==> src/rtl/ecc_rec_pkg.sv <==
package ecc_rec_pkg;

  typedef enum logic [2:0] {
    ST_IDLE,
    ST_EVICT,
    ST_INVAL,
    ST_REFILL,
    ST_DONE
  } seq_state_t;

  // fault location codes; only DATA permits a write-back on a double fault
  localparam logic [1:0] LOC_DATA  = 2'b00;
  localparam logic [1:0] LOC_TAG   = 2'b01;
  localparam logic [1:0] LOC_DIRTY = 2'b10;

  // policy codes that change behaviour; the rest abort on every fault
  localparam logic [2:0] POL_OFF       = 3'b100;
  localparam logic [2:0] POL_QUIET     = 3'b101;
  localparam logic [2:0] POL_QUIET_WT  = 3'b110;
  localparam logic [2:0] POL_ABORT_WT  = 3'b010;

endpackage

==> src/rtl/ecc_rec_policy.sv <==
module ecc_rec_policy
  import ecc_rec_pkg::*;
(
  input  logic [2:0] mode_i,
  output logic       check_en_o,
  output logic       abort_all_o,
  output logic       force_wt_o
);

  always_comb begin
    check_en_o  = (mode_i != POL_OFF);
    abort_all_o = !(mode_i == POL_QUIET || mode_i == POL_QUIET_WT || mode_i == POL_OFF);
    force_wt_o  = (mode_i == POL_ABORT_WT || mode_i == POL_QUIET_WT);
  end

endmodule

==> src/rtl/ecc_rec_route.sv <==
module ecc_rec_route
  import ecc_rec_pkg::*;
#(
  parameter int NB = 8
) (
  input  logic          abort_all_i,
  input  logic          force_wt_i,
  input  logic [1:0]    loc_i,
  input  logic          dbl_i,
  input  logic [NB-1:0] mask_i,
  input  logic          dirty_i,
  input  logic          iside_i,
  output logic          do_wb_o,
  output logic [NB-1:0] strb_o,
  output logic          abort_o,
  output logic          corrected_o
);

  logic eff_dirty;
  logic loc_is_data;

  always_comb begin
    // instruction side and forced write-through never hold dirty data
    eff_dirty   = dirty_i && !iside_i && !force_wt_i;
    loc_is_data = (loc_i == LOC_DATA);
    do_wb_o     = eff_dirty && (!dbl_i || loc_is_data);
    strb_o      = dbl_i ? ~mask_i : {NB{1'b1}};
    abort_o     = dbl_i || abort_all_i;
    corrected_o = !dbl_i;
  end

endmodule

==> src/rtl/ecc_recovery_seq.sv <==
module ecc_recovery_seq
  import ecc_rec_pkg::*;
#(
  parameter int AW = 32,
  parameter int NB = 8
) (
  input  logic          clk,
  input  logic          rst_n,
  input  logic [2:0]    mode_i,
  input  logic          err_valid_i,
  output logic          err_ready_o,
  input  logic [AW-1:0] err_addr_i,
  input  logic [1:0]    err_loc_i,
  input  logic          err_dbl_i,
  input  logic [NB-1:0] err_mask_i,
  input  logic          line_dirty_i,
  input  logic          iside_i,
  output logic          wb_valid_o,
  input  logic          wb_ready_i,
  output logic [AW-1:0] wb_addr_o,
  output logic [NB-1:0] wb_strb_o,
  output logic          inv_o,
  output logic          refill_valid_o,
  input  logic          refill_ready_i,
  output logic [AW-1:0] refill_addr_o,
  output logic          abort_o,
  output logic          evt_o,
  output logic [AW-1:0] evt_addr_o,
  output logic          wt_force_o
);

  seq_state_t    state, state_nx;
  logic [2:0]    mode_q;
  logic [2:0]    eff_mode;
  logic [AW-1:0] addr_q;
  logic [NB-1:0] strb_q;
  logic          abort_q;
  logic          corr_q;
  logic [AW-1:0] evt_addr_q;

  logic          check_en, abort_all, force_wt;
  logic          do_wb, rt_abort, rt_corr;
  logic [NB-1:0] rt_strb;
  logic          take;

  // policy is live only while idle; otherwise the code latched at acceptance
  assign eff_mode = (state == ST_IDLE) ? mode_i : mode_q;

  ecc_rec_policy u_policy (
    .mode_i      (eff_mode),
    .check_en_o  (check_en),
    .abort_all_o (abort_all),
    .force_wt_o  (force_wt)
  );

  ecc_rec_route #(.NB(NB)) u_route (
    .abort_all_i (abort_all),
    .force_wt_i  (force_wt),
    .loc_i       (err_loc_i),
    .dbl_i       (err_dbl_i),
    .mask_i      (err_mask_i),
    .dirty_i     (line_dirty_i),
    .iside_i     (iside_i),
    .do_wb_o     (do_wb),
    .strb_o      (rt_strb),
    .abort_o     (rt_abort),
    .corrected_o (rt_corr)
  );

  assign err_ready_o = (state == ST_IDLE);
  assign take        = err_valid_i && err_ready_o && check_en;

  always_comb begin
    state_nx = state;
    unique case (state)
      ST_IDLE:   if (take) state_nx = do_wb ? ST_EVICT : ST_INVAL;
      ST_EVICT:  if (wb_ready_i) state_nx = ST_INVAL;
      ST_INVAL:  state_nx = ST_REFILL;
      ST_REFILL: if (refill_ready_i) state_nx = ST_DONE;
      ST_DONE:   state_nx = ST_IDLE;
      default:   state_nx = ST_IDLE;
    endcase
  end

  always_ff @(posedge clk or negedge rst_n) begin
    if (!rst_n) begin
      state      <= ST_IDLE;
      mode_q     <= '0;
      addr_q     <= '0;
      strb_q     <= '0;
      abort_q    <= 1'b0;
      corr_q     <= 1'b0;
      evt_addr_q <= '0;
    end else begin
      state <= state_nx;
      if (state == ST_IDLE) mode_q <= mode_i;
      if (take) begin
        addr_q  <= err_addr_i;
        strb_q  <= rt_strb;
        abort_q <= rt_abort;
        corr_q  <= rt_corr;
      end
      if (state == ST_REFILL && refill_ready_i && corr_q) evt_addr_q <= addr_q;
    end
  end

  assign wb_valid_o     = (state == ST_EVICT);
  assign wb_addr_o      = addr_q;
  assign wb_strb_o      = strb_q;
  assign inv_o          = (state == ST_INVAL);
  assign refill_valid_o = (state == ST_REFILL);
  assign refill_addr_o  = addr_q;
  assign abort_o        = (state == ST_DONE) && abort_q;
  assign evt_o          = (state == ST_DONE) && corr_q;
  assign evt_addr_o     = evt_addr_q;
  assign wt_force_o     = force_wt;


  wb_hold_chk: assert property (@(posedge clk) disable iff (!rst_n)
    wb_valid_o && !wb_ready_i |=> wb_valid_o && $stable(wb_strb_o) && $stable(wb_addr_o));


  refill_hold_chk: assert property (@(posedge clk) disable iff (!rst_n)
    refill_valid_o && !refill_ready_i |=> refill_valid_o && $stable(refill_addr_o));


  inv_then_refill_chk: assert property (@(posedge clk) disable iff (!rst_n)
    inv_o |=> refill_valid_o && !inv_o);


  idle_quiet_chk: assert property (@(posedge clk) disable iff (!rst_n)
    err_ready_o |-> !(wb_valid_o || inv_o || refill_valid_o || abort_o || evt_o));


  wt_hold_chk: assert property (@(posedge clk) disable iff (!rst_n)
    !err_ready_o && $past(!err_ready_o) |-> $stable(wt_force_o));


  evt_pulse_chk: assert property (@(posedge clk) disable iff (!rst_n)
    evt_o |=> !evt_o && err_ready_o);

endmodule

==> config.mk <==
export PLATFORM = sky130hd
export DESIGN_NAME = ecc_recovery_seq
export DESIGN_NICKNAME = d
export VERILOG_FILES = /design/src/rtl/ecc_rec_pkg.sv /design/src/rtl/ecc_rec_policy.sv /design/src/rtl/ecc_rec_route.sv /design/src/rtl/ecc_recovery_seq.sv
export SDC_FILE = /design/constraint.sdc
export NUM_CORES = 1
export LEC_CHECK = 0
export ABC_CLOCK_PERIOD_IN_PS = 2800
export BUFFER_PORTS_ARGS = -buffer_cell sky130_fd_sc_hd__buf_2
export CORE_UTILIZATION = 30
export DETAILED_ROUTE_END_ITERATION = 8
export PLACE_DENSITY_LB_ADDON = 0.08
export SLEW_MARGIN = 5
export SYNTH_ARGS = -nofsm -noshare
export SYNTH_HDL_FRONTEND = slang
export SYNTH_SLANG_ARGS = --single-unit
export TNS_END_PERCENT = 20
==> constraint.sdc <==
create_clock -name clk -period 2.8 [get_ports clk]
set_clock_uncertainty 0.15 [all_clocks]
set_input_delay 0.14 -clock clk [delete_from_list [all_inputs] [get_ports clk]]
set_output_delay 0.14 -clock clk [all_outputs]
set_load 0.02 [all_outputs]
After elaboration in Yosys (flattened, before gate mapping)
Cells that the tools add are included.
{"block": "op_classes", "n_eq_ne": 12, "mux": 7, "n_bitwise": 1, "n_reduce_logical": 21}
{"op": "== test 3 bit (second input constant)", "count": 4}
{"op": "two-way mux 3 bit", "count": 4}
{"op": "one-hot mux 3 bit (4 select lines)", "count": 1}
{"op": "== test 3 x 2 -> 1 bit (second input constant)", "count": 3}
{"op": "logical AND 1 bit", "count": 9}
{"op": "two-way mux 8 bit", "count": 1}
{"op": "NOT 8 bit", "count": 1}
{"op": "inequality test 2 x 1 -> 1 bit (second input constant)", "count": 3}
{"op": "logical OR 1 bit", "count": 5}
{"op": "zero test 1 bit", "count": 4}
{"op": "== test 3 x 1 -> 1 bit (second input constant)", "count": 1}
{"op": "zero test 3 bit", "count": 1}
{"op": "inequality test 3 bit (second input constant)", "count": 1}
{"op": "AND reduction 3 bit", "count": 1}
{"op": "zero test 2 bit", "count": 1}
{"op": "two-way mux 2 bit", "count": 1}
{"block": "totals", "regBits": 80, "wordCells": 48}

Depth between registers and ports, before layout
Gate-level depths: netlist (run 1).
{"block": "depth", "ltp_word": 10, "depth_mapped": 6, "mapped_depth_nobuf": 4}

Hierarchy
Synthesis (run 1) repeated with hierarchy kept, for this count alone.
{"block": "unflattened", "hier_cells": 233, "hier_area_um2": 3627.2}
{"mod": "ecc_recovery_seq", "n_inst": 1, "cells_per_inst": 216, "area_per_inst_um2": 3533.4, "seq_area_each_um2": 2001.9}
{"mod": "ecc_rec_route", "n_inst": 1, "cells_per_inst": 14, "area_per_inst_um2": 66.3, "seq_area_each_um2": 0.0}
{"mod": "ecc_rec_policy", "n_inst": 1, "cells_per_inst": 3, "area_per_inst_um2": 27.5, "seq_area_each_um2": 0.0}

Worst setup path after synthesis (run 1)
No wires, ideal clock.
{"block": "synth_path", "kind": "reg2reg", "start": "register state[0]", "end": "register state[1]", "arrival_ps": 1789, "setup_slack_ps": 741, "path_stages_with_launch": 6, "path_buffers": 1, "period_less_slack_ps": 2059, "cell_sequence": "dfrtp_1 > buf_2 > nor3_4 > mux2i_1 > or4_1 > and3_1"}
{"block": "synth_between", "elab_chain_len": 10, "elab_cells_between_ends": 21}
{"item": "from (decl)", "line_no": "ecc_recovery_seq.sv:32", "source": "seq_state_t state, state_nx;"}
{"item": "from (signal assigned)", "line_no": "ecc_recovery_seq.sv:95", "source": "state <= state_nx;"}
{"item": "zero test 3 bit (*)", "line_no": "ecc_recovery_seq.sv:70", "source": "assign err_ready_o = (state == ST_IDLE);"}
{"item": "net err_ready_o", "line_no": "ecc_recovery_seq.sv:11", "source": "output logic err_ready_o,"}
{"item": "two-way mux 3 bit (*)"}
{"item": "== test 3 x 2 -> 1 bit or == test 3 bit (tied branches)", "line_no": "ecc_rec_policy.sv:13", "source": "force_wt_o = (mode_i == POL_ABORT_WT || mode_i == POL_QUIET_WT);"}
{"item": "logical OR 1 bit (*)", "line_no": "ecc_rec_policy.sv:13"}
{"item": "net wt_force_o", "line_no": "ecc_recovery_seq.sv:29", "source": "output logic wt_force_o"}
{"item": "zero test 1 bit (*)", "line_no": "ecc_rec_route.sv:24", "source": "eff_dirty = dirty_i && !iside_i && !force_wt_i;"}
{"item": "logical AND 1 bit (*)", "line_no": "ecc_rec_route.sv:24"}
{"item": "logical AND 1 bit (*)", "line_no": "ecc_rec_route.sv:26", "source": "do_wb_o = eff_dirty && (!dbl_i || loc_is_data);"}
{"item": "two-way mux 2 bit (*)", "line_no": "ecc_recovery_seq.sv:76", "source": "ST_IDLE: if (take) state_nx = do_wb ? ST_EVICT : ST_INVAL;"}
{"item": "two-way mux 3 bit (*)", "line_no": "ecc_recovery_seq.sv:76"}
{"item": "one-hot mux 3 bit (4 select lines) (*)", "line_no": "ecc_recovery_seq.sv:75", "source": "unique case (state)"}
Mark *: on every way through the listed nets, which the timed path passes. The rest lies on a longest branch. The select of a mux whose other input is x is not followed.
A chain may end at the register's enable or synchronous reset.

Worst setup path in the final report (run 1)
{"block": "layout_path", "start": "input port mode_i[0]", "end": "register addr_q[0], in the netlist refill_addr_o[0]"}
{"block": "layout_between", "elab_chain_len": 3}
{"item": "from (decl)", "line_no": "ecc_recovery_seq.sv:9", "source": "input logic [2:0] mode_i,"}
{"item": "two-way mux 3 bit"}
{"item": "inequality test 3 bit", "line_no": "ecc_rec_policy.sv:11", "source": "check_en_o = (mode_i != POL_OFF);"}
{"item": "logical AND 1 bit", "line_no": "ecc_recovery_seq.sv:71", "source": "assign take = err_valid_i && err_ready_o && check_en;"}
{"item": "to (signal assigned)", "line_no": "ecc_recovery_seq.sv:98", "source": "addr_q <= err_addr_i;"}
{"item": "to (decl)", "line_no": "ecc_recovery_seq.sv:35", "source": "logic [AW-1:0] addr_q;"}
No other way between the ends.

==> results of run 1 <==
-- metal layers --
layer  GRT usage  up-vias
met5           0        -
met4      0.0440        0
met3      0.0502        6
met2       0.213       99
met1       0.170     1156
li1            -     1139
-- Yosys cell counts --
cell        n
mux2i_1     1
a2111oi_0   1
o21ai_0     3
nor3b_1     1
buf_6       1
buf_2       8
and2_1      1
a31oi_1     1
nor2b_1     2
o31ai_1     1
a21o_1      8
a221oi_1    1
or3_1       1
o311ai_1    1
nand2_1     2
nor3_4      1
a21oi_1    10
inv_1       2
nand2b_1    2
buf_4      32
dfrtp_1    79
mux2_2     67
and3_1      4
nand3b_1    1
clkbuf_1    2
nor2_1      1
or4_1       1
-- area by class of cell --
type,count,area share
Sequential cell,79,0.421
Clock inverter,4,0.00507
Multi-Input combinational cell,111,0.226
Timing Repair Buffer,210,0.279
Clock buffer,10,0.0293
Tap cell,140,0.0373
Inverter,2,0.00160
-- through the flow --
step | util | cells | area, sq um | hold slack [ns] | total power (uW)
after CTS | 0.433 | 556 | 4690 | 0.0218 | 5710
after global routing | 0.433 | 556 | 4690 | 0.0262 | 6010
after detailed placement | 0.376 | 497 | 4080 | 0.208 | 4910
after global placement | 0.376 | 497 | 4080 | 0.222 | 4890
final | 0.433 | 556 | 4690 | 0.0296 | 5610
after floorplan | - | 235 | 3330 | -0.306 | 4200
-- registers in the layout (all words and copies together), names as in the netlist --
name           cells
evt_addr_o        32
mode_q             2
abort_q            1
state              3
corr_q             1
wb_strb_o          8
refill_addr_o     32
-- cells by family after synthesis --
| logic type | synth area share |
|---|---|
| AOI/OAI and AO/OA | 0.0497 |
| buffers and inverters | 0.0922 |
| DFF | 0.594 |
| muxes | 0.230 |
| and+or+nand+nor | 0.0339 |
-- worst max-delay path by stage --
stage	from	end	slack [ns]	depth (start not counted)
after floorplan	state[0]	state[1]	0.74	5
after global placement	state[1]	abort_q	0.62	4
after detailed placement	state[1]	abort_q	0.60	4
after CTS	mode_i[0]	refill_addr_o[0]	0.53	5
after global routing	mode_i[0]	refill_addr_o[6]	0.42	5
final	mode_i[0]	refill_addr_o[0]	0.53	5
-- power by group through the flow --
stage	clock [uW]	sequential [uW]	combinational, uW
after floorplan	0	2690	1510
after global placement	0	2130	2760
after detailed placement	0	2140	2770
after CTS	763	2120	2820
after global routing	810	2210	2980
final	720	2110	2780
==> flow_metrics.py, run 1 <==
metrics = {
    "clock_network": {
        "cts_inserted_buffers": 9,
        "clkTransAtPathRegs_ns": 0.07,
        "insertion_delay_ns": 0.34,
        "ctsHoldBuffers": 45,
        "cts_resized": 0,
        "cts_tree": "built",
        "cts_root_buf": "clkbuf_8",
        "ctsHtreeMaxLevel": 3,
        "clkSinkCount": 79,
        "cts_buffer_depth": 2,
        "cts_setup_buffers": 0,
    },
    "routing": {
        "routed_wl_mm": 7.23,
        "routedLengthMet1_mm": 3.13,
        "dr_wl_met3_microns": 541,
        "highest_layer": "met4",
        "via_count": 2400,
        "via_per_inst": 4.32,
        "dr_wl_met2_mm": 3.48,
        "drt_pre_antenna_iters": 6,
        "drt-wirelength-per-cell_microns": 13.0,
        "drc": 0,
        "drtIter0Drc": 42,
        "ant_nets": 0,
    },
    "logic_synthesis": {
        "synth_area_sq_um": 3330,
        "synthCells": 235,
        "avgSynthCellArea_sq_um": 14.2,
        "synth_cell_types": 27,
        "ys_ff_latch": 79,
        "synth-seq-area-share": 0.594,
        "yosys-top-cells-area": "dfrtp_1 (59%), mux2_2 (23%), buf_4 (7.2%)",
        "synthDominantCellAreaShare": 0.594,
        "synth_warnings": 0,
        "yosysTopAreaCell": "dfrtp_1",
        "synth_nets": 288,
    },
    "setup_path": {
        "max_stage_delay_ns": 0.84,
        "start_kind": "primary input",
        "cp-end-kind": "register",
        "worstSetupPathType": "in -> reg",
        "r2r_setup_slack_ns": 0.63,
        "arrival_ns": 2.34,
        "critPathTopFamily": "buffers and inverters",
        "cp_max_fo": 38,
        "crit_buf_inv": 3,
        "worstPathCellList": "dlygate4sd3_1 > buf_2 > o311ai_4 > buf_12 > mux2_2",
        "reg2regPathDepth": 4,
        "r2r_start": "state[1]",
        "cp_slowest_cell": "o311ai_4",
        "r2r-end": "abort_q",
        "cp.required_ns": 2.87,
    },
    "finish": {
        "seq_area_sq_um": 1980,
        "syn2layout_area_growth_pct": 41.1,
        "multi_input_area_sq_um": 1060,
        "filler_cell_count": 1065,
        "mostFrequentLayoutCells": "buf_2 (162), dfrtp_1 (79), mux2_2 (67), dlygate4sd3_1 (45)",
        "num_antenna_cells": 0,
        "layout_commonest_cell": "buf_2",
        "drive_gt1_frac": 0.599,
        "nNetsFinal": 466,
    },
    "floorplan": {
        "die_w_microns": 107,
        "dieArea_sq_um": 11500,
        "rows": 38,
        "die_y_microns": 107,
        "coreArea_sq_um": 10800,
        "initial_core_util": 0.307,
        "pin_count": 164,
    },
    "timing": {
        "hold_violations": 0,
        "setup_viol_count_final": 0,
        "slew_headroom": 0.338,
        "rsz0062_at_grt": "no",
        "period_needed_ns": 2.27,
        "finalCritPeriodShare": 0.810,
        "clock.fmax_mhz": 441,
        "drv_slew": 0,
        "worst_pin_slew_ns": 0.993,
        "tns_ns": 0,
        "worst_slack_ns": 0.533,
    },
    "pwr": {
        "p_clk_frac": 0.128,
        "leakagePower_uw": 0.00240,
        "switching_share": 0.431,
        "max-vdd-ir-drop_uv": 615,
        "p_per_area_nw_per_um2": 1200,
        "sequentialPowerShare": 0.376,
        "p_int_uw": 3190,
        "power_switching_uw": 2420,
        "combPwrFrac": 0.495,
    },
    "hold_path": {
        "whs_endpoint": "corr_q",
        "hold_path.class": "in -> reg",
        "worstHoldStart": "err_dbl_i",
        "hold_depth": 2,
    },
    "job": {
        "drv_cap": 0,
    },
    "global_route": {
        "grt-ovfl-total": 0,
        "grt_max_degree": 80,
        "antenna_found_initial": 0,
        "grt_pass1_vias": 2422,
        "grt_pass1_wl_mm": 11.9,
        "gr-usage-all-layers": 0.135,
    },
    "placed_design": {
        "hpwlAfterDp_mm": 4.90,
        "post-place-ws_ns": 0.605,
        "port_buffers": 163,
        "place_congestion": 0.686,
    },
    "outcome": {
        "run_status": "finished clean",
    },
}
(Power assumes the default switching activity.)
==> run 2, diff against run 1 <==
Settings changed: ABC_AREA set to 1, ABC_CLOCK_PERIOD_IN_PS 2800 to 2100.
Clock period 2.8 ns to 2.1 ns, I/O delays scaled along.
==> run 2 against run 1 <==
Effect of this change:
- critical endpoint is now refill_addr_o[23]
- hold slack lost 0.018 ns
- via count increased by 33%
- setup slack worse by 0.32 ns
- critical path depth grew 5
- non-clock buffer count increased by 10
- flip-flop and latch count grew 1
- synthesized cell count up 78%
- utilization is 1.0 points higher
- critical path type is now reg -> reg
==> flow_metrics.py, run 2 <==
metrics = {
    "outcome": {
        "run_status": "finished clean",
    },
    "timing": {
        "finalCritPeriodShare": 0.901,
        "worst_pin_slew_ns": 0.570,
        "setup_viol_count_final": 0,
        "rsz0062_at_grt": "no",
        "drv_slew": 0,
        "slew_headroom": 0.620,
        "tns_ns": 0,
        "hold_violations": 0,
        "clock.fmax_mhz": 529,
        "period_needed_ns": 1.89,
    },
    "setup_path": {
        "crit_buf_inv": 2,
        "cp-end-kind": "register",
        "endpoint": "refill_addr_o[23]",
        "crit_top_cell": "nand2_1",
        "cp_slowest_cell": "dfrtp_1",
        "max_stage_delay_ns": 0.45,
        "startpoint": "state[0]",
        "cp.required_ns": 2.22,
        "start_kind": "register",
        "cp_max_fo": 16,
        "reg2regPathDepth": 10,
        "r2r-end": "refill_addr_o[23]",
        "r2r_setup_slack_ns": 0.21,
        "r2r_start": "state[0]",
        "worstPathCellList": "nor2_4 > nand2_2 > nand2_1 > nand2_2 > nand3_2 > nand2_4 > inv_2 > buf_4 > nand2_1 > nand2_1",
        "path_depth": 10,
        "critPathTopFamily": "simple AND/OR/NAND/NOR gates",
        "arrival_ns": 2.01,
        "worstSetupPathType": "reg -> reg",
    },
    "job": {
        "drv_cap": 0,
    },
    "finish": {
        "syn2layout_area_growth_pct": 42.9,
        "final_core_util": 0.443,
        "num_antenna_cells": 0,
        "filler_cell_count": 1175,
        "layout_commonest_cell": "nand2_1",
        "drive_gt1_frac": 0.333,
        "nNetsFinal": 652,
        "mostFrequentLayoutCells": "nand2_1 (205), buf_2 (162), dfrtp_1 (80), dlygate4sd3_1 (46), nand3_1 (38)",
    },
    "global_route": {
        "grt_max_degree": 40,
        "grt_use_met1": 0.220,
        "gr-usage-met3": 0.0279,
        "grt-ovfl-total": 0,
        "antenna_found_initial": 0,
        "gr-usage-all-layers": 0.162,
        "grt_pass1_wl_mm": 15.7,
        "grtUsageMet2": 0.254,
        "grt.busiest_layer": "met2",
        "grt_pass1_vias": 3073,
    },
    "pwr": {
        "sequentialPowerShare": 0.333,
        "combPwrFrac": 0.466,
        "max-vdd-ir-drop_uv": 788,
        "leakagePower_uw": 0.00295,
        "p_int_uw": 4620,
        "p_per_area_nw_per_um2": 1660,
        "switching_share": 0.451,
        "power_switching_uw": 3800,
        "p_clk_frac": 0.201,
    },
    "logic_synthesis": {
        "synth_area_sq_um": 3560,
        "yosys-top-cells-area": "dfrtp_1 (56%), nand2_1 (22%), buf_4 (6.8%)",
        "synthCells": 419,
        "synth_nets": 472,
        "yosys-top-cells-count": "nand2_1 (205), dfrtp_1 (80), nand3_1 (38), buf_4 (32), inv_1 (16)",
        "async_flop_share": 1.00,
        "synth-seq-area-share": 0.563,
        "synth_cell_types": 21,
        "synthDominantCellAreaShare": 0.563,
        "ys.flop_type": "dfrtp_1",
        "ys_ff_latch": 80,
        "synth_warnings": 0,
        "synth-edff-count": 0,
        "yosysTopAreaCell": "dfrtp_1",
        "yosysMostFrequentCell": "nand2_1",
        "avgSynthCellArea_sq_um": 8.49,
    },
    "clock_network": {
        "clkTransAtPathRegs_ns": 0.06,
        "cts_inserted_buffers": 9,
        "clkSinkCount": 80,
        "cts_tree": "built",
        "cts_buffer_depth": 2,
        "insertion_delay_ns": 0.33,
        "ctsHtreeMaxLevel": 3,
        "cts_root_buf": "clkbuf_16",
        "cts_setup_buffers": 0,
    },
    "floorplan": {
        "die_y_microns": 111,
        "pin_count": 164,
        "initial_core_util": 0.310,
        "coreArea_sq_um": 11500,
        "die_w_microns": 111,
        "rows": 39,
        "dieArea_sq_um": 12300,
    },
    "routing": {
        "drc": 0,
        "ant_nets": 0,
        "via_count": 3191,
        "routed_wl_mm": 9.67,
        "drt_pre_antenna_iters": 6,
        "drtIter0Drc": 138,
        "via_per_inst": 4.27,
        "drt-wirelength-per-cell_microns": 12.9,
    },
    "placed_design": {
        "port_buffers": 163,
        "hpwlAfterDp_mm": 6.54,
        "place_congestion": 0.759,
    },
    "hold_path": {
        "hold_path.class": "in -> reg",
    },
}
==> run 2: tightest hold or removal path, stage by stage <==
cell and delay (ns):
buf_2 0.18, nand2_1 0.08, nand2_1 0.05, nand2_1 0.04
==> run 2: repair_timing <==
action | in CTS | in global routing
setup endpoints to repair | 0 | 7
hold buffers | 46 | 0
resized for setup | 0 | 1
endpoints found under the hold margin | 82 | 0
==> run 2: final cells by class <==
type	instances	area, sq um	share of cell area
Sequential cell	80	2000	0.394
Timing Repair Buffer	220	1380	0.271
Multi-Input combinational cell	268	1120	0.221
Clock buffer	11	243	0.0478
Tap cell	143	179	0.0352
Clock inverter	5	80.1	0.0158
Inverter	20	75.1	0.0148
==> run 2: routing by layer <==
metal  part of all wire  vias up
met2               0.45      114
met5                  0        -
met4              0.020        0
met1               0.48     1446
li1                   -     1617
met3              0.048       14
==> run 2: cell families (layout without fill, tap and decap cells) <==
| group | Yosys count | after routing | synth area share |
|---|---|---|---|
| AOI/OAI and AO/OA | 8 | 8 | 0.0123 |
| buffers and inverters | 71 | 256 | 0.121 |
| DFF | 80 | 80 | 0.563 |
| and+or+nand+nor | 260 | 260 | 0.304 |
==> run 2: worst min-delay path by stage <==
| stage | startpoint | endpoint | slack [ns] | cells after the start |
|---|---|---|---|---|
| 2_1_floorplan | rst_n | abort_q | -0.34 | 0 |
| 3_3_place_gp | rst_n | refill_addr_o[8] | -0.008 | 1 |
| 3_5_place_dp | rst_n | refill_addr_o[8] | -0.005 | 1 |
| 4_1_cts | err_dbl_i | wb_strb_o[5] | 0.01 | 4 |
| 5_1_grt | err_dbl_i | wb_strb_o[4] | 0.05 | 4 |
| 6_report | err_dbl_i | wb_strb_o[4] | 0.01 | 4 |
==> run 2: per-stage QoR <==
| step | area [sq um] | hold slack (ns) | setup WS (ns) | power (uW) | cells |
|---|---|---|---|---|---|
| floorplan | 3560 | -0.341 | 0.398 | 5680 | 419 |
| global placement | 4290 | -0.00769 | 0.236 | 6710 | 685 |
| detailed placement | 4290 | -0.00495 | 0.136 | 6750 | 685 |
| CTS | 5080 | 0.00984 | 0.117 | 8550 | 747 |
| global route | 5080 | 0.0545 | 0.0326 | 9020 | 747 |
| finish | 5080 | 0.0120 | 0.209 | 8420 | 747 |
==> run 2: power by group through the flow <==
stage	Sequential (uW)	Combinational [uW]	Clock, uW
floorplan	3560	2120	0
global placement	2810	3900	0
detailed placement	2830	3920	0
CTS	2820	3990	1740
global route	2910	4300	1810
finish	2810	3930	1690
==> run 3, diff against run 2 <==
Settings changed: ABC_CLOCK_PERIOD_IN_PS 2100 to 2340, SYNTH_HIERARCHICAL set to 1.
Clock period 2.1 ns to 2.34 ns, I/O delays scaled along.
==> run 3 against run 2 <==
Effect of this change:
- clock power barely moved
- synthesized cell count is 1.4% higher
- first-iteration DRC count increased by 30%
- die area increased by 4.5%
- largest power group unchanged
- highest routed layer unchanged
==> flow_metrics.py, run 3 <==
metrics = {
    "pwr": {
        "switching_share": 0.447,
        "max-vdd-ir-drop_uv": 686,
        "p_clk_frac": 0.222,
        "p_per_area_nw_per_um2": 1440,
        "p_int_uw": 4130,
        "combPwrFrac": 0.450,
        "sequentialPowerShare": 0.328,
        "leakagePower_uw": 0.00298,
        "power_switching_uw": 3350,
    },
    "setup_path": {
        "arrival_ns": 1.89,
        "max_stage_delay_ns": 0.45,
        "cp.required_ns": 2.07,
        "cp-end-kind": "output pin",
        "worstPathCellList": "nor2_2 > nand2_2 > inv_2 > buf_4 > buf_2",
        "critPathTopFamily": "buffers and inverters",
        "start_kind": "register",
        "cp_slowest_cell": "dfrtp_1",
        "worstSetupPathType": "reg -> out",
        "crit_buf_inv": 3,
        "cp_max_fo": 44,
    },
    "clock_network": {
        "insertion_delay_ns": 0.33,
        "cts_inserted_buffers": 9,
        "cts_resized": 0,
        "cts_buffer_depth": 2,
        "ctsHtreeMaxLevel": 3,
        "clkSinkCount": 80,
        "cts_root_buf": "clkbuf_16",
        "cts_tree": "built",
        "clkTransAtPathRegs_ns": 0.06,
    },
    "finish": {
        "num_antenna_cells": 0,
        "fin_cells": 770,
        "filler_cell_count": 1231,
        "seq_area_sq_um": 2000,
        "postLayoutCellArea_sq_um": 5200,
        "mostFrequentLayoutCells": "nand2_1 (172), buf_2 (162), dfrtp_1 (80), nand3_1 (68), dlygate4sd3_1 (46)",
        "nNetsFinal": 650,
        "multi_input_area_sq_um": 1220,
        "drive_gt1_frac": 0.339,
        "layout_commonest_cell": "nand2_1",
        "syn2layout_area_growth_pct": 40.0,
    },
    "logic_synthesis": {
        "yosysMostFrequentCell": "nand2_1",
        "async_flop_share": 1.00,
        "synth-edff-count": 0,
        "synth-seq-area-share": 0.539,
        "synthDominantCellAreaShare": 0.539,
        "synth_cell_types": 25,
        "synth_area_sq_um": 3720,
        "yosysTopAreaCell": "dfrtp_1",
        "ys.flop_type": "dfrtp_1",
        "yosys-top-cells-count": "nand2_1 (172), dfrtp_1 (80), nand3_1 (68), buf_4 (36)",
        "synth_nets": 478,
        "synthCells": 425,
        "avgSynthCellArea_sq_um": 8.75,
        "ys_ff_latch": 80,
        "yosys-top-cells-area": "dfrtp_1 (54%), nand2_1 (17%), nand3_1 (9.2%)",
        "synth_warnings": 6,
    },
    "timing": {
        "worst_pin_slew_ns": 0.590,
        "timing.hold.ws_ns": 0.0470,
        "tns_ns": 0,
        "finalCritPeriodShare": 0.923,
        "drv_slew": 0,
        "slew_headroom": 0.607,
        "period_needed_ns": 2.16,
        "setup_viol_count_final": 0,
        "hold_violations": 0,
        "rsz0062_at_grt": "no",
        "clock.fmax_mhz": 463,
    },
    "placed_design": {
        "place_congestion": 0.842,
        "port_buffers": 163,
        "hpwlAfterDp_mm": 6.71,
        "placedCellCount": 708,
        "dpl-instance-area_sq_um": 4390,
    },
    "global_route": {
        "grt-ovfl-total": 0,
        "grt_max_degree": 45,
        "gr-usage-all-layers": 0.170,
        "antenna_found_initial": 0,
        "grt_pass1_vias": 3167,
        "grt_pass1_wl_mm": 16.6,
    },
    "floorplan": {
        "die_y_microns": 113,
        "dieArea_sq_um": 12800,
        "die_w_microns": 113,
        "rows": 40,
        "initial_core_util": 0.308,
        "pin_count": 164,
        "coreArea_sq_um": 12100,
    },
    "routing": {
        "via_per_inst": 4.31,
        "ant_nets": 0,
        "via_count": 3320,
        "routed_wl_mm": 10.4,
        "drtIter0Drc": 179,
        "drt_pre_antenna_iters": 4,
        "drc": 0,
        "drt-wirelength-per-cell_microns": 13.5,
    },
    "outcome": {
        "run_status": "finished clean",
    },
    "hold_path": {
        "hold_path.class": "in -> reg",
    },
    "job": {
        "drv_cap": 0,
    },
}
run 3: cell types whose count changed in the layout (fill, tap and decap cells not counted), moves of 2 or more:
cell      previous run  this run
buf_4               10         7
inv_2                4         2
o21ai_1              2         0
inv_1               16        12
nand2_1            205       172
nand3_1             38        68
nor2_1               5        12
o21ai_0              4         1
nor3_1               3         1
nand3_2              1        10
nand3b_1             2         0
run 3: stage by stage:
step / util / setup slack [ns] / power (uW)
after floorplan: - / 0.134 / 5030
after global placement: 0.364 / 0.286 / 5790
after detailed placement: 0.364 / 0.262 / 5820
after CTS: 0.431 / 0.148 / 7580
after global routing: 0.431 / 0.0157 / 8020
final: 0.431 / 0.180 / 7480
run 3: metal layers:
layer / global-route usage / share of wire / wire length [microns] / up-vias
met5: 0 / 0 / 0 / -
met4: 0.0754 / 0.022 / 231 / 0
met3: 0.0284 / 0.047 / 491 / 17
met2: 0.272 / 0.46 / 4800 / 102
met1: 0.227 / 0.47 / 4880 / 1551
li1: - / - / - / 1650
run 3: cells by family after synthesis:
| group | Yosys count | synth area share |
|---|---|---|
| AO/OA/AOI/OAI | 5 | 0.00875 |
| buffers and inverters | 71 | 0.134 |
| flip-flops | 80 | 0.539 |
| AND/OR/NAND/NOR | 269 | 0.318 |
run 3: power groups by stage:
stage,Combinational [uW],Clock [uW],Sequential [uW]
after floorplan,2030,0,3000
after global placement,3330,0,2460
after detailed placement,3340,0,2480
after CTS,3410,1700,2460
after global routing,3710,1760,2550
final,3370,1660,2450
run 3: layout make-up:
| class | instances | area share |
|---|---|---|
| clock inverters | 5 | 0.0197 |
| inverters | 15 | 0.0108 |
| clock buffers | 11 | 0.0486 |
| well taps | 168 | 0.0404 |
| flip-flops and latches | 80 | 0.385 |
| repair buffers | 217 | 0.262 |
| multi-input cells | 274 | 0.234 |
run 3: timing repair:
| item | 4_1_cts | 5_1_grt |
|---|---|---|
| endpoints found under the hold margin | 82 | 0 |
| hold buffers | 46 | 0 |
| buffers inserted | 0 | 0 |
run 3: path summary, 6_finish.rpt:
check / from / endpoint / slack (ns) / cells past startpoint
setup / recovery: state[0] / err_ready_o / 0.18 / 5
hold / removal: err_dbl_i / wb_strb_o[4] / 0.05 / 4
setup reg to reg: state[0] / refill_addr_o[27] / 0.24 / 12
hold reg to reg: evt_addr_o[1] / evt_addr_o[1] / 0.31 / 2
max in group asynchronous: rst_n / wb_strb_o[7] / 1.23 / 3
min in group asynchronous: rst_n / refill_addr_o[7] / 0.18 / 2
run 3: worst register-to-register path: stages, from the launching register on:
cell      delay, ns
dfrtp_1        0.45
nor2_2         0.21
nand2_2        0.10
nand2_1        0.07
nand2_1        0.09
nor2_1         0.11
nand2_1        0.05
nand2_1        0.10
clkinv_1       0.18
nand2_2        0.14
buf_12         0.22
nand2_1        0.09
nand2_1        0.07
